**src/rtl/spr_xfer_pkg.sv**
```systemverilog
package spr_xfer_pkg;

    localparam logic [15:0] SPR_LO   = 16'hFE00;
    localparam logic [15:0] SPR_HI   = 16'hFEA0;
    localparam logic [7:0]  OPEN_BUS = 8'hFF;

    typedef struct packed {
        logic [16:0] lo;   // inclusive
        logic [16:0] hi;   // exclusive
    } addr_win_t;

    typedef enum logic {
        TBL_OLD = 1'b0,
        TBL_NEW = 1'b1
    } tbl_sel_e;

    function automatic addr_win_t mk_win(input logic [16:0] lo, input logic [16:0] hi);
        addr_win_t w;
        w.lo = lo;
        w.hi = hi;
        return w;
    endfunction

    // Conflict window for a source 8 KiB region under a given table.
    function automatic addr_win_t conflict_win(input tbl_sel_e tbl, input logic [2:0] region);
        addr_win_t w;
        if (region == 3'd4) begin
            w = mk_win(17'h08000, 17'h0A000);
        end else if (tbl == TBL_OLD) begin
            w = mk_win(17'h0A000, 17'h0FE00);
        end else if (region == 3'd6) begin
            w = mk_win(17'h0C000, 17'h0FE00);
        end else begin
            w = mk_win(17'h0A000, 17'h0C000);
        end
        return w;
    endfunction

endpackage

```
**src/rtl/spr_xfer_pacer.sv**
```systemverilog
module spr_xfer_pacer
    import spr_xfer_pkg::*;
#(
    parameter int START_DELAY = 8,
    parameter int STEP_GAP    = 4,
    parameter int XFER_LEN    = 160,
    parameter logic [7:0] MAX_PAGE = 8'hF1
) (
    input  logic        clk,
    input  logic        rst,
    input  logic        start,
    input  logic [7:0]  page,
    output logic        busy,
    output logic        step,
    output logic [7:0]  idx,
    output logic [15:0] src
);
    localparam int TMAX = (START_DELAY > STEP_GAP) ? START_DELAY : STEP_GAP;
    localparam int TW   = $clog2(TMAX);
    localparam int CW   = $clog2(XFER_LEN + 1);

    typedef struct packed {
        logic          busy;
        logic [TW-1:0] tmr;
        logic [CW-1:0] left;
        logic [7:0]    idx;
        logic [15:0]   src;
    } pacer_st_t;

    pacer_st_t st;
    logic      accept;

    assign accept = start && (page <= MAX_PAGE);
    assign step   = st.busy && (st.tmr == '0);
    assign busy   = st.busy;
    assign idx    = st.idx;
    assign src    = st.src;

    always_ff @(posedge clk) begin
        if (rst) begin
            st <= '0;
        end else if (accept) begin
            st.busy <= 1'b1;
            st.tmr  <= TW'(START_DELAY - 1);
            st.left <= CW'(XFER_LEN);
            st.idx  <= '0;
            st.src  <= {page, 8'h00};
        end else if (st.busy) begin
            if (st.tmr == '0) begin
                st.tmr  <= TW'(STEP_GAP - 1);
                st.idx  <= st.idx + 8'd1;
                st.src  <= st.src + 16'd1;
                st.left <= st.left - CW'(1);
                if (st.left == CW'(1)) begin
                    st.busy <= 1'b0;
                end
            end else begin
                st.tmr <= st.tmr - TW'(1);
            end
        end
    end

    // an out-of-range page never starts an idle engine
    a_r1_ignore_high_page: assert property (@(posedge clk) disable iff (rst)
        (start && page > MAX_PAGE && !st.busy) |=> !st.busy);

    // busy only rises on a start strobe
    a_r9_rise_on_start: assert property (@(posedge clk) disable iff (rst)
        $rose(st.busy) |-> $past(start));

    // no step in the cycle right after acceptance, and steps never back to back
    a_r3_no_early_step: assert property (@(posedge clk) disable iff (rst)
        accept |=> !step);
    a_r3_step_gap: assert property (@(posedge clk) disable iff (rst)
        (step && !accept) |=> !step);

    // index never leaves the table
    a_r2_idx_range: assert property (@(posedge clk) disable iff (rst)
        step |-> (st.idx < 8'(XFER_LEN)));

endmodule

```
**src/rtl/spr_conflict_map.sv**
```systemverilog
module spr_conflict_map
    import spr_xfer_pkg::*;
(
    input  logic       model_new,
    input  logic [2:0] region,
    output addr_win_t  win
);
    always_comb begin
        win = conflict_win(model_new ? TBL_NEW : TBL_OLD, region);
    end
endmodule

```
**src/rtl/spr_cpu_gate.sv**
```systemverilog
module spr_cpu_gate
    import spr_xfer_pkg::*;
(
    input  logic        clk,
    input  logic        rst,
    input  logic        busy,
    input  addr_win_t   win,
    input  logic [15:0] cpu_addr,
    input  logic        cpu_rd,
    input  logic        cpu_wr,
    input  logic [7:0]  cpu_wdata,
    output logic [7:0]  cpu_rdata,
    output logic [15:0] bus_addr,
    output logic        bus_rd,
    output logic        bus_wr,
    output logic [7:0]  bus_wdata,
    input  logic [7:0]  bus_rdata
);
    logic [16:0] a17;
    logic        in_win;
    logic        in_spr;
    logic        block;

    assign a17    = {1'b0, cpu_addr};
    assign in_win = (a17 >= win.lo) && (a17 < win.hi);
    assign in_spr = (cpu_addr >= SPR_LO) && (cpu_addr < SPR_HI);
    assign block  = busy && (in_win || in_spr);

    always_comb begin
        bus_addr  = cpu_addr;
        bus_wdata = cpu_wdata;
        bus_rd    = cpu_rd && !block;
        bus_wr    = cpu_wr && !block;
        cpu_rdata = block ? OPEN_BUS : bus_rdata;
    end

    // sprite memory is unreachable while busy
    a_r5_spr_sealed: assert property (@(posedge clk) disable iff (rst)
        (busy && cpu_addr >= SPR_LO && cpu_addr < SPR_HI) |-> (!bus_rd && !bus_wr));
    a_r5_spr_reads_ff: assert property (@(posedge clk) disable iff (rst)
        (busy && cpu_rd && cpu_addr >= SPR_LO && cpu_addr < SPR_HI) |-> (cpu_rdata == 8'hFF));

    // idle means transparent
    a_r8_idle_pass: assert property (@(posedge clk) disable iff (rst)
        !busy |-> (bus_rd == cpu_rd && bus_wr == cpu_wr && cpu_rdata == bus_rdata));

endmodule

```
**src/rtl/spr_xfer_engine.sv**
```systemverilog
module spr_xfer_engine
    import spr_xfer_pkg::*;
#(
    parameter int START_DELAY = 8,
    parameter int STEP_GAP    = 4,
    parameter int XFER_LEN    = 160,
    parameter logic [7:0] MAX_PAGE = 8'hF1
) (
    input  logic        clk,
    input  logic        rst,
    input  logic        start_i,
    input  logic [7:0]  start_page_i,
    input  logic        model_new_i,
    output logic        busy_o,
    output logic        src_rd_o,
    output logic [15:0] src_addr_o,
    input  logic [7:0]  src_data_i,
    output logic        spr_wr_o,
    output logic [7:0]  spr_idx_o,
    output logic [7:0]  spr_data_o,
    input  logic [15:0] cpu_addr_i,
    input  logic        cpu_rd_i,
    input  logic        cpu_wr_i,
    input  logic [7:0]  cpu_wdata_i,
    output logic [7:0]  cpu_rdata_o,
    output logic [15:0] bus_addr_o,
    output logic        bus_rd_o,
    output logic        bus_wr_o,
    output logic [7:0]  bus_wdata_o,
    input  logic [7:0]  bus_rdata_i
);
    logic        busy;
    logic        step;
    logic [7:0]  idx;
    logic [15:0] src;
    addr_win_t   win;

    spr_xfer_pacer #(
        .START_DELAY(START_DELAY),
        .STEP_GAP   (STEP_GAP),
        .XFER_LEN   (XFER_LEN),
        .MAX_PAGE   (MAX_PAGE)
    ) u_pacer (
        .clk  (clk),
        .rst  (rst),
        .start(start_i),
        .page (start_page_i),
        .busy (busy),
        .step (step),
        .idx  (idx),
        .src  (src)
    );

    spr_conflict_map u_map (
        .model_new(model_new_i),
        .region   (src[15:13]),
        .win      (win)
    );

    spr_cpu_gate u_gate (
        .clk      (clk),
        .rst      (rst),
        .busy     (busy),
        .win      (win),
        .cpu_addr (cpu_addr_i),
        .cpu_rd   (cpu_rd_i),
        .cpu_wr   (cpu_wr_i),
        .cpu_wdata(cpu_wdata_i),
        .cpu_rdata(cpu_rdata_o),
        .bus_addr (bus_addr_o),
        .bus_rd   (bus_rd_o),
        .bus_wr   (bus_wr_o),
        .bus_wdata(bus_wdata_o),
        .bus_rdata(bus_rdata_i)
    );

    assign busy_o     = busy;
    assign src_rd_o   = step;
    assign src_addr_o = src;
    assign spr_wr_o   = step;
    assign spr_idx_o  = idx;
    assign spr_data_o = src_data_i;

    // index and source low byte stay in lockstep
    a_r2_idx_tracks_src: assert property (@(posedge clk) disable iff (rst)
        spr_wr_o |-> (spr_idx_o == src_addr_o[7:0]));

    // write data is the byte being read
    a_r4_data_forward: assert property (@(posedge clk) disable iff (rst)
        spr_wr_o |-> (src_rd_o && spr_data_o == src_data_i));

    // nothing moves while idle
    a_r10_quiet_idle: assert property (@(posedge clk) disable iff (rst)
        !busy_o |-> (!spr_wr_o && !src_rd_o));

endmodule

```
**config.mk**
```make
export PLATFORM = sky130hd
export DESIGN_NAME = spr_xfer_engine
export DESIGN_NICKNAME = d
export VERILOG_FILES = /design/src/rtl/spr_xfer_pkg.sv /design/src/rtl/spr_xfer_pacer.sv /design/src/rtl/spr_conflict_map.sv /design/src/rtl/spr_cpu_gate.sv /design/src/rtl/spr_xfer_engine.sv
export SDC_FILE = /design/constraint.sdc
export NUM_CORES = 1
export LEC_CHECK = 0
export ABC_AREA = 1
export BUFFER_PORTS_ARGS = -buffer_cell sky130_fd_sc_hd__clkbuf_2
export CAP_MARGIN = 20
export CORE_ASPECT_RATIO = 0.7
export CORE_MARGIN = 3
export CORE_UTILIZATION = 43
export CTS_CLUSTER_DIAMETER = 30
export DETAILED_ROUTE_END_ITERATION = 10
export PLACE_DENSITY = 0.78
export SLEW_MARGIN = 20
export SYNTH_ARGS = -nofsm -noshare
export SYNTH_HDL_FRONTEND = slang
export SYNTH_SLANG_ARGS = --single-unit
```
**constraint.sdc**
```tcl
create_clock -name clk -period 1.7 [get_ports clk]
set_input_delay 0.085 -clock clk [delete_from_list [all_inputs] [get_ports clk]]
set_output_delay 0.085 -clock clk [all_outputs]
set_load 0.01 [all_outputs]
```
Word level (Yosys, flattened, before mapping)
Index checks and enable logic that the tools add are counted.

Flip-flop bits (word level): 36. Input port bits: 54. Output and inout bits: 69. Logic and storage cells: 45.

$add $sub $neg: 4. Magnitude comparators: 5. Equal/unequal tests: 3. Muxes and demuxes: 11. Reductions and logical operators: 15.

Operators by type and width (count): $mux 36 (2); $mux 34 (2); $mux 32 (2); $ge 16x17->1 (1); $lt 16x17->1 (1); $add 16x1->16 const B (1); $ge 16x16->1 const B (1); $lt 16x16->1 const B (1); $add 8x1->8 const B (1); $eq 8x1->1 const B (1); $le 8x8->1 const B (1); $mux 8 (1); $sub 8x1->8 const B (1); $logic_and 1x1->1 (7); $eq 3x3->1 const B (2); $reduce_and 2->1 (2); $reduce_bool 2->1 (2); $logic_not 3->1 (1); $mux 1 (3); $mux 3 (1); $sub 3x1->3 const B (1); $reduce_or 2->1 (1); $logic_not 1->1 (1); $logic_or 1x1->1 (1).

Longest topological paths before layout
Depth after elaboration: 10. Gate-level depth with buffers: 17. Depth with buffers taken out: 17.

By module
Synthesis repeated with hierarchy kept, for this count alone.

Cells, all modules: 602. Area total of the unflattened synthesis: 3826.2 um^2.

Modules (own cells, without submodules): spr_xfer_pacer (times used 1, cells each 337, area each 2244.7 um^2, sequential area each 720.7 um^2); spr_cpu_gate (times used 1, cells each 215, area each 1242.4 um^2, sequential area each 0.0 um^2); spr_conflict_map (times used 1, cells each 41, area each 271.5 um^2, sequential area each 0.0 um^2); spr_xfer_engine (times used 1, cells each 9, area each 67.6 um^2, sequential area each 0.0 um^2).

Least setup slack after synthesis
OpenSTA, ideal clock, no wires.

Kind: reg2out. Start: reg, netlist name u_pacer.src[13]. End: out cpu_rdata_o[0]. Data arrival time: 1670 ps. Required time: 1615 ps. Setup slack: -55 ps. Stages on the path, launching flop included: 18. Buffers on the path: 0. Cell sequence: dfxtp_1 > inv_1 > nand2_1 > inv_1 > o21ai_0 > ha_1 > inv_1 > nor2_1 > nand2_1 > nor2_1 > nand2_1 > nand2_1 > nand2_1 > a21oi_1 > nand2_1 > nand2_1 > nand2_2 > nand2_1.

Longest elaborated chain between the ends: 9. Elaborated cells on any way between the ends: 11. Those cells by class: order compare: 2; eq/ne: 2; mux: 4; reduce/logical: 3.

Ends and longest elaborated chain: $eq 3x3->1 (line spr_xfer_pkg.sv:31) `end else if (region == 3'd6) begin`; $mux 32 (line spr_xfer_pkg.sv:31); $mux 34 (line spr_xfer_pkg.sv:29) `end else if (tbl == TBL_OLD) begin`; $mux 34 * (line spr_xfer_pkg.sv:27) `if (region == 3'd4) begin`; $ge 16x17->1 or $lt 16x17->1 (tied branches) (line spr_cpu_gate.sv:25) `assign in_win = (a17 >= win.lo) && (a17 < win.hi);`; $logic_and 1x1->1 * (line spr_cpu_gate.sv:25); $logic_or 1x1->1 * (line spr_cpu_gate.sv:27) `assign block = busy && (in_win || in_spr);`; $logic_and 1x1->1 * (line spr_cpu_gate.sv:27); $mux 8 * (line spr_cpu_gate.sv:34) `cpu_rdata = block ? OPEN_BUS : bus_rdata;`; end, declared (line spr_xfer_engine.sv:25) `output logic [7:0] cpu_rdata_o,`.

Mark *: on every way between the ends. The rest lies on a longest branch, timed or not.

Worst setup path after layout
Start: reg, netlist name u_pacer.src[13]. End: out bus_wr_o.

Longest elaborated chain between the ends: 10. Elaborated cells on any way between the ends: 12. Those cells by class: order compare: 2; eq/ne: 2; mux: 3; reduce/logical: 5.

Ends and longest elaborated chain: $eq 3x3->1 (line spr_xfer_pkg.sv:31); $mux 32 (line spr_xfer_pkg.sv:31); $mux 34 (line spr_xfer_pkg.sv:29); $mux 34 * (line spr_xfer_pkg.sv:27); $ge 16x17->1 or $lt 16x17->1 (tied branches) (line spr_cpu_gate.sv:25); $logic_and 1x1->1 * (line spr_cpu_gate.sv:25); $logic_or 1x1->1 * (line spr_cpu_gate.sv:27); $logic_and 1x1->1 * (line spr_cpu_gate.sv:27); $logic_not 1->1 * (line spr_cpu_gate.sv:33) `bus_wr = cpu_wr && !block;`; $logic_and 1x1->1 * (line spr_cpu_gate.sv:33); end, declared (line spr_xfer_engine.sv:28) `output logic bus_wr_o,`.

Marked as above.

==> flow_metrics.py <==
metrics = {
    "critical_path": {
        "arrival_ps": 2090,
        "startpoint_type": "flip-flop",
        "worstRegToRegCells": 10,
        "rr_startpoint": "u_pacer.src[1]$_SDFFE_PP0P_",
        "crit_slowest_cell": "dfxtp_2",
        "worstPathMaxFanout": 3,
        "path_class": "reg -> out",
        "rrSetupSlack_ps": 90,
        "cp_common_cell": "nand2_1",
        "path_delay_family": "simple AND/OR/NAND/NOR gates",
        "crit_chain": "inv_2 -> nand2_2 -> buf_4 -> nand2_2 -> nand2_2 -> ha_1 -> nand2_1 -> inv_1 -> nand2_1 -> nand2_1 -> nand2_1 -> nand2_1 -> nand2_2 -> buf_4 -> a21oi_2 -> clkbuf_2",
        "rr_endpoint": "u_pacer.src[12]$_SDFFE_PP0P_",
        "path_buf_inv": 5,
        "worstPathRequired_ps": 1620,
        "end_kind": "output pin",
        "max_stage_delay_ps": 320,
    },
    "die": {
        "rows": 23,
        "initial_core_util_pct": 45.3,
        "die_area_um2": 7140,
        "fp.dieW_um": 99.7,
        "ios": 123,
        "dieHeight_um": 71.6,
        "coreArea_um2": 5840,
    },
    "synth": {
        "syn_area_um2": 2640,
        "postSynthNetCount": 446,
        "ys_warn_count": 0,
        "syn_inst": 379,
        "synth_area_leaders": "dfxtp_1, buf_4, nand2_1",
        "synthMuxAreaShare_pct": 0,
        "ys_types": 33,
        "synth_compound_area_share_pct": 9.99,
        "avgSynthCellArea_um2": 6.98,
        "synthSimpleGateAreaFrac_pct": 27.2,
        "synth-adder-area-share_pct": 6.15,
        "ys_seq_area_share_pct": 27.3,
        "yosysTopAreaCellShare_pct": 27.3,
        "synth_top_family_by_area": "simple AND/OR/NAND/NOR gates",
        "synth_xor_area_share_pct": 4.64,
        "yosys.area.top_type": "dfxtp_1",
        "ys_ff_latch": 36,
    },
    "status": {
        "violations": "setup timing",
        "status": "finished, violations left",
    },
    "global_routing": {
        "first_global_vias": 2262,
        "grt_usage_pct": 16.7,
        "grt_max_degree": 13,
        "grt_pass1_wl_mm": 9.85,
        "antenna_found_initial": 0,
        "overflow": 0,
    },
    "timing": {
        "rsz0062_at_grt": "true",
        "slew_headroom_pct": 81.4,
        "setup_ws_ps": -480,
        "tightest_slew_ps": 276,
        "setup_viol": 10,
        "min_period_over_period_pct": 128,
        "skew_ps": 4.32,
        "finalCriticalPeriod_ps": 2180,
        "maxSlewViolCount": 0,
        "finalHoldViolCount": 0,
        "fmax_mhz": 459,
    },
    "final_layout": {
        "fin_util_pct": 54.4,
        "final_common_cell": "clkbuf_2",
        "antenna_cells": 0,
        "mostFrequentLayoutCells": "clkbuf_2, nand2_1, inv_1",
        "area_growth_pct": 20.3,
        "drive_above_1_share_pct": 39.5,
        "nets": 507,
    },
    "detailed_routing": {
        "via_per_inst": 4.68,
        "dr.pass1.iters": 4,
        "num_vias": 2413,
        "drc": 0,
        "wirelength_mm": 6.11,
        "drt-initial-drc-count": 97,
        "detail-route-antenna-nets": 0,
        "wl_per_cell_um": 11.8,
    },
    "clock_network": {
        "cts_buffers": 5,
        "clkSinkCount": 36,
        "cts_hold_buf": 0,
        "cts.path.max_buffers": 2,
        "clkTransAtPathRegs_ps": 70,
        "clock_latency_ps": 280,
        "h-tree-depth": 2,
        "cts-root-buf": "clkbuf_8",
        "tritoncts": "yes",
    },
    "pwr": {
        "p_leak_nw": 1.59,
        "peakVddDrop_v": 0.000386,
        "p_per_area_nw_per_um2": 637,
    },
    "placement": {
        "pre_cts_ws_ps": -196,
        "port_buffers": 90,
        "place_hpwl_mm": 4.71,
        "routabilityCongestion": 0.861,
    },
    "min_path": {
        "min_from": "start_page_i[0]",
        "hold_path.class": "in -> reg",
        "hold_path_depth": 3,
        "hold_end": "u_pacer.src[8]$_SDFFE_PP0P_",
    },
    "job": {
        "cap_violations": 0,
    },
}
## how the worst max path moves through the flow
stage,start,end,slack [ps],cells after the start
after floorplan,u_pacer.src[13]$_SDFFE_PP0P_,cpu_rdata_o[0],9,17
after global placement,u_pacer.src[13]$_SDFFE_PP0P_,cpu_rdata_o[1],-140,18
after detailed placement,u_pacer.src[13]$_SDFFE_PP0P_,cpu_rdata_o[1],-200,18
after CTS,u_pacer.src[13]$_SDFFE_PP0P_,cpu_rdata_o[6],-480,18
after global routing,u_pacer.src[13]$_SDFFE_PP0P_,cpu_rdata_o[4],-670,18
final,u_pacer.src[13]$_SDFFE_PP0P_,bus_wr_o,-480,16
## layer usage
| layer | part of all wire [%] | GRT usage (%) | vias to the layer above | wire (µm) |
|---|---|---|---|---|
| met5 | 0 | 0 | - | 0 |
| met2 | 48 | 26.9 | 70 | 2950 |
| met3 | 5.7 | 4.86 | 10 | 350 |
| li1 | - | - | 1264 | - |
| met1 | 45 | 21.9 | 1069 | 2740 |
| met4 | 1.0 | 5.00 | 0 | 64 |
## area by class of cell
cell class              count  area (µm²)
multi-input cells         228        1360
well taps                  75        93.8
clock buffers               8        90.1
flip-flops and latches     36         726
inverters                  53         200
repair buffers            116         708
fillers                   551        2660
## through the flow
stage	instance area [µm²]	total power [mW]	hold WS [ps]	std cells	TNS, ps
floorplan	2680	1.26	254	379	0
global placement	2900	1.35	170	499	-1150
detailed placement	2900	1.36	170	499	-1690
CTS	3060	2.00	59.1	513	-4680
global route	3180	2.15	84.0	516	-6520
finish	3180	2.03	59.9	516	-4620
## state kept, by name, indices dropped and copies added (netlist names)
register	cells
u_pacer.idx	8
u_pacer.st	11
u_pacer.src	16
u_pacer.busy	1
## power by group
part	internal (mW)	total, mW	leakage, nW	switching (mW)
sequential	0.877	0.904	0.295	0.0277
clock	0.331	0.623	0.0455	0.293
combinational	0.227	0.498	1.25	0.271
## Yosys cell counts (all sizes together)
cell type   n
a211oi      1
a21oi      28
a31oi       3
buf        62
clkinv      1
dfxtp      36
ha         13
inv        52
nand2      76
nand3      18
nand3b      1
nand4       6
nor2       39
nor3        4
nor4        1
o211ai      1
o21ai      14
o22ai       2
o31ai       1
or2         6
xnor2       5
xor2        9
## logic make-up after synthesis
family,Yosys count
flops,36
fa+ha+maj,13
buf+inv,115
simple gates,151
xor+xnor,14
compound gates,50
## tightest hold or removal path, cell delays in order
cell and delay [ps]:
clkbuf_2 80, nand2_1 60, a31oi_1 80
## what timing repair did
item | in CTS | in global routing
setup endpoints to repair | 13 | 25
pin swaps | 5 | 13
buffers inserted | 6 | 3
resized for setup | 6 | 35
cloned | 0 | 0
No activity file was read; power rests on OpenSTA's default activity.
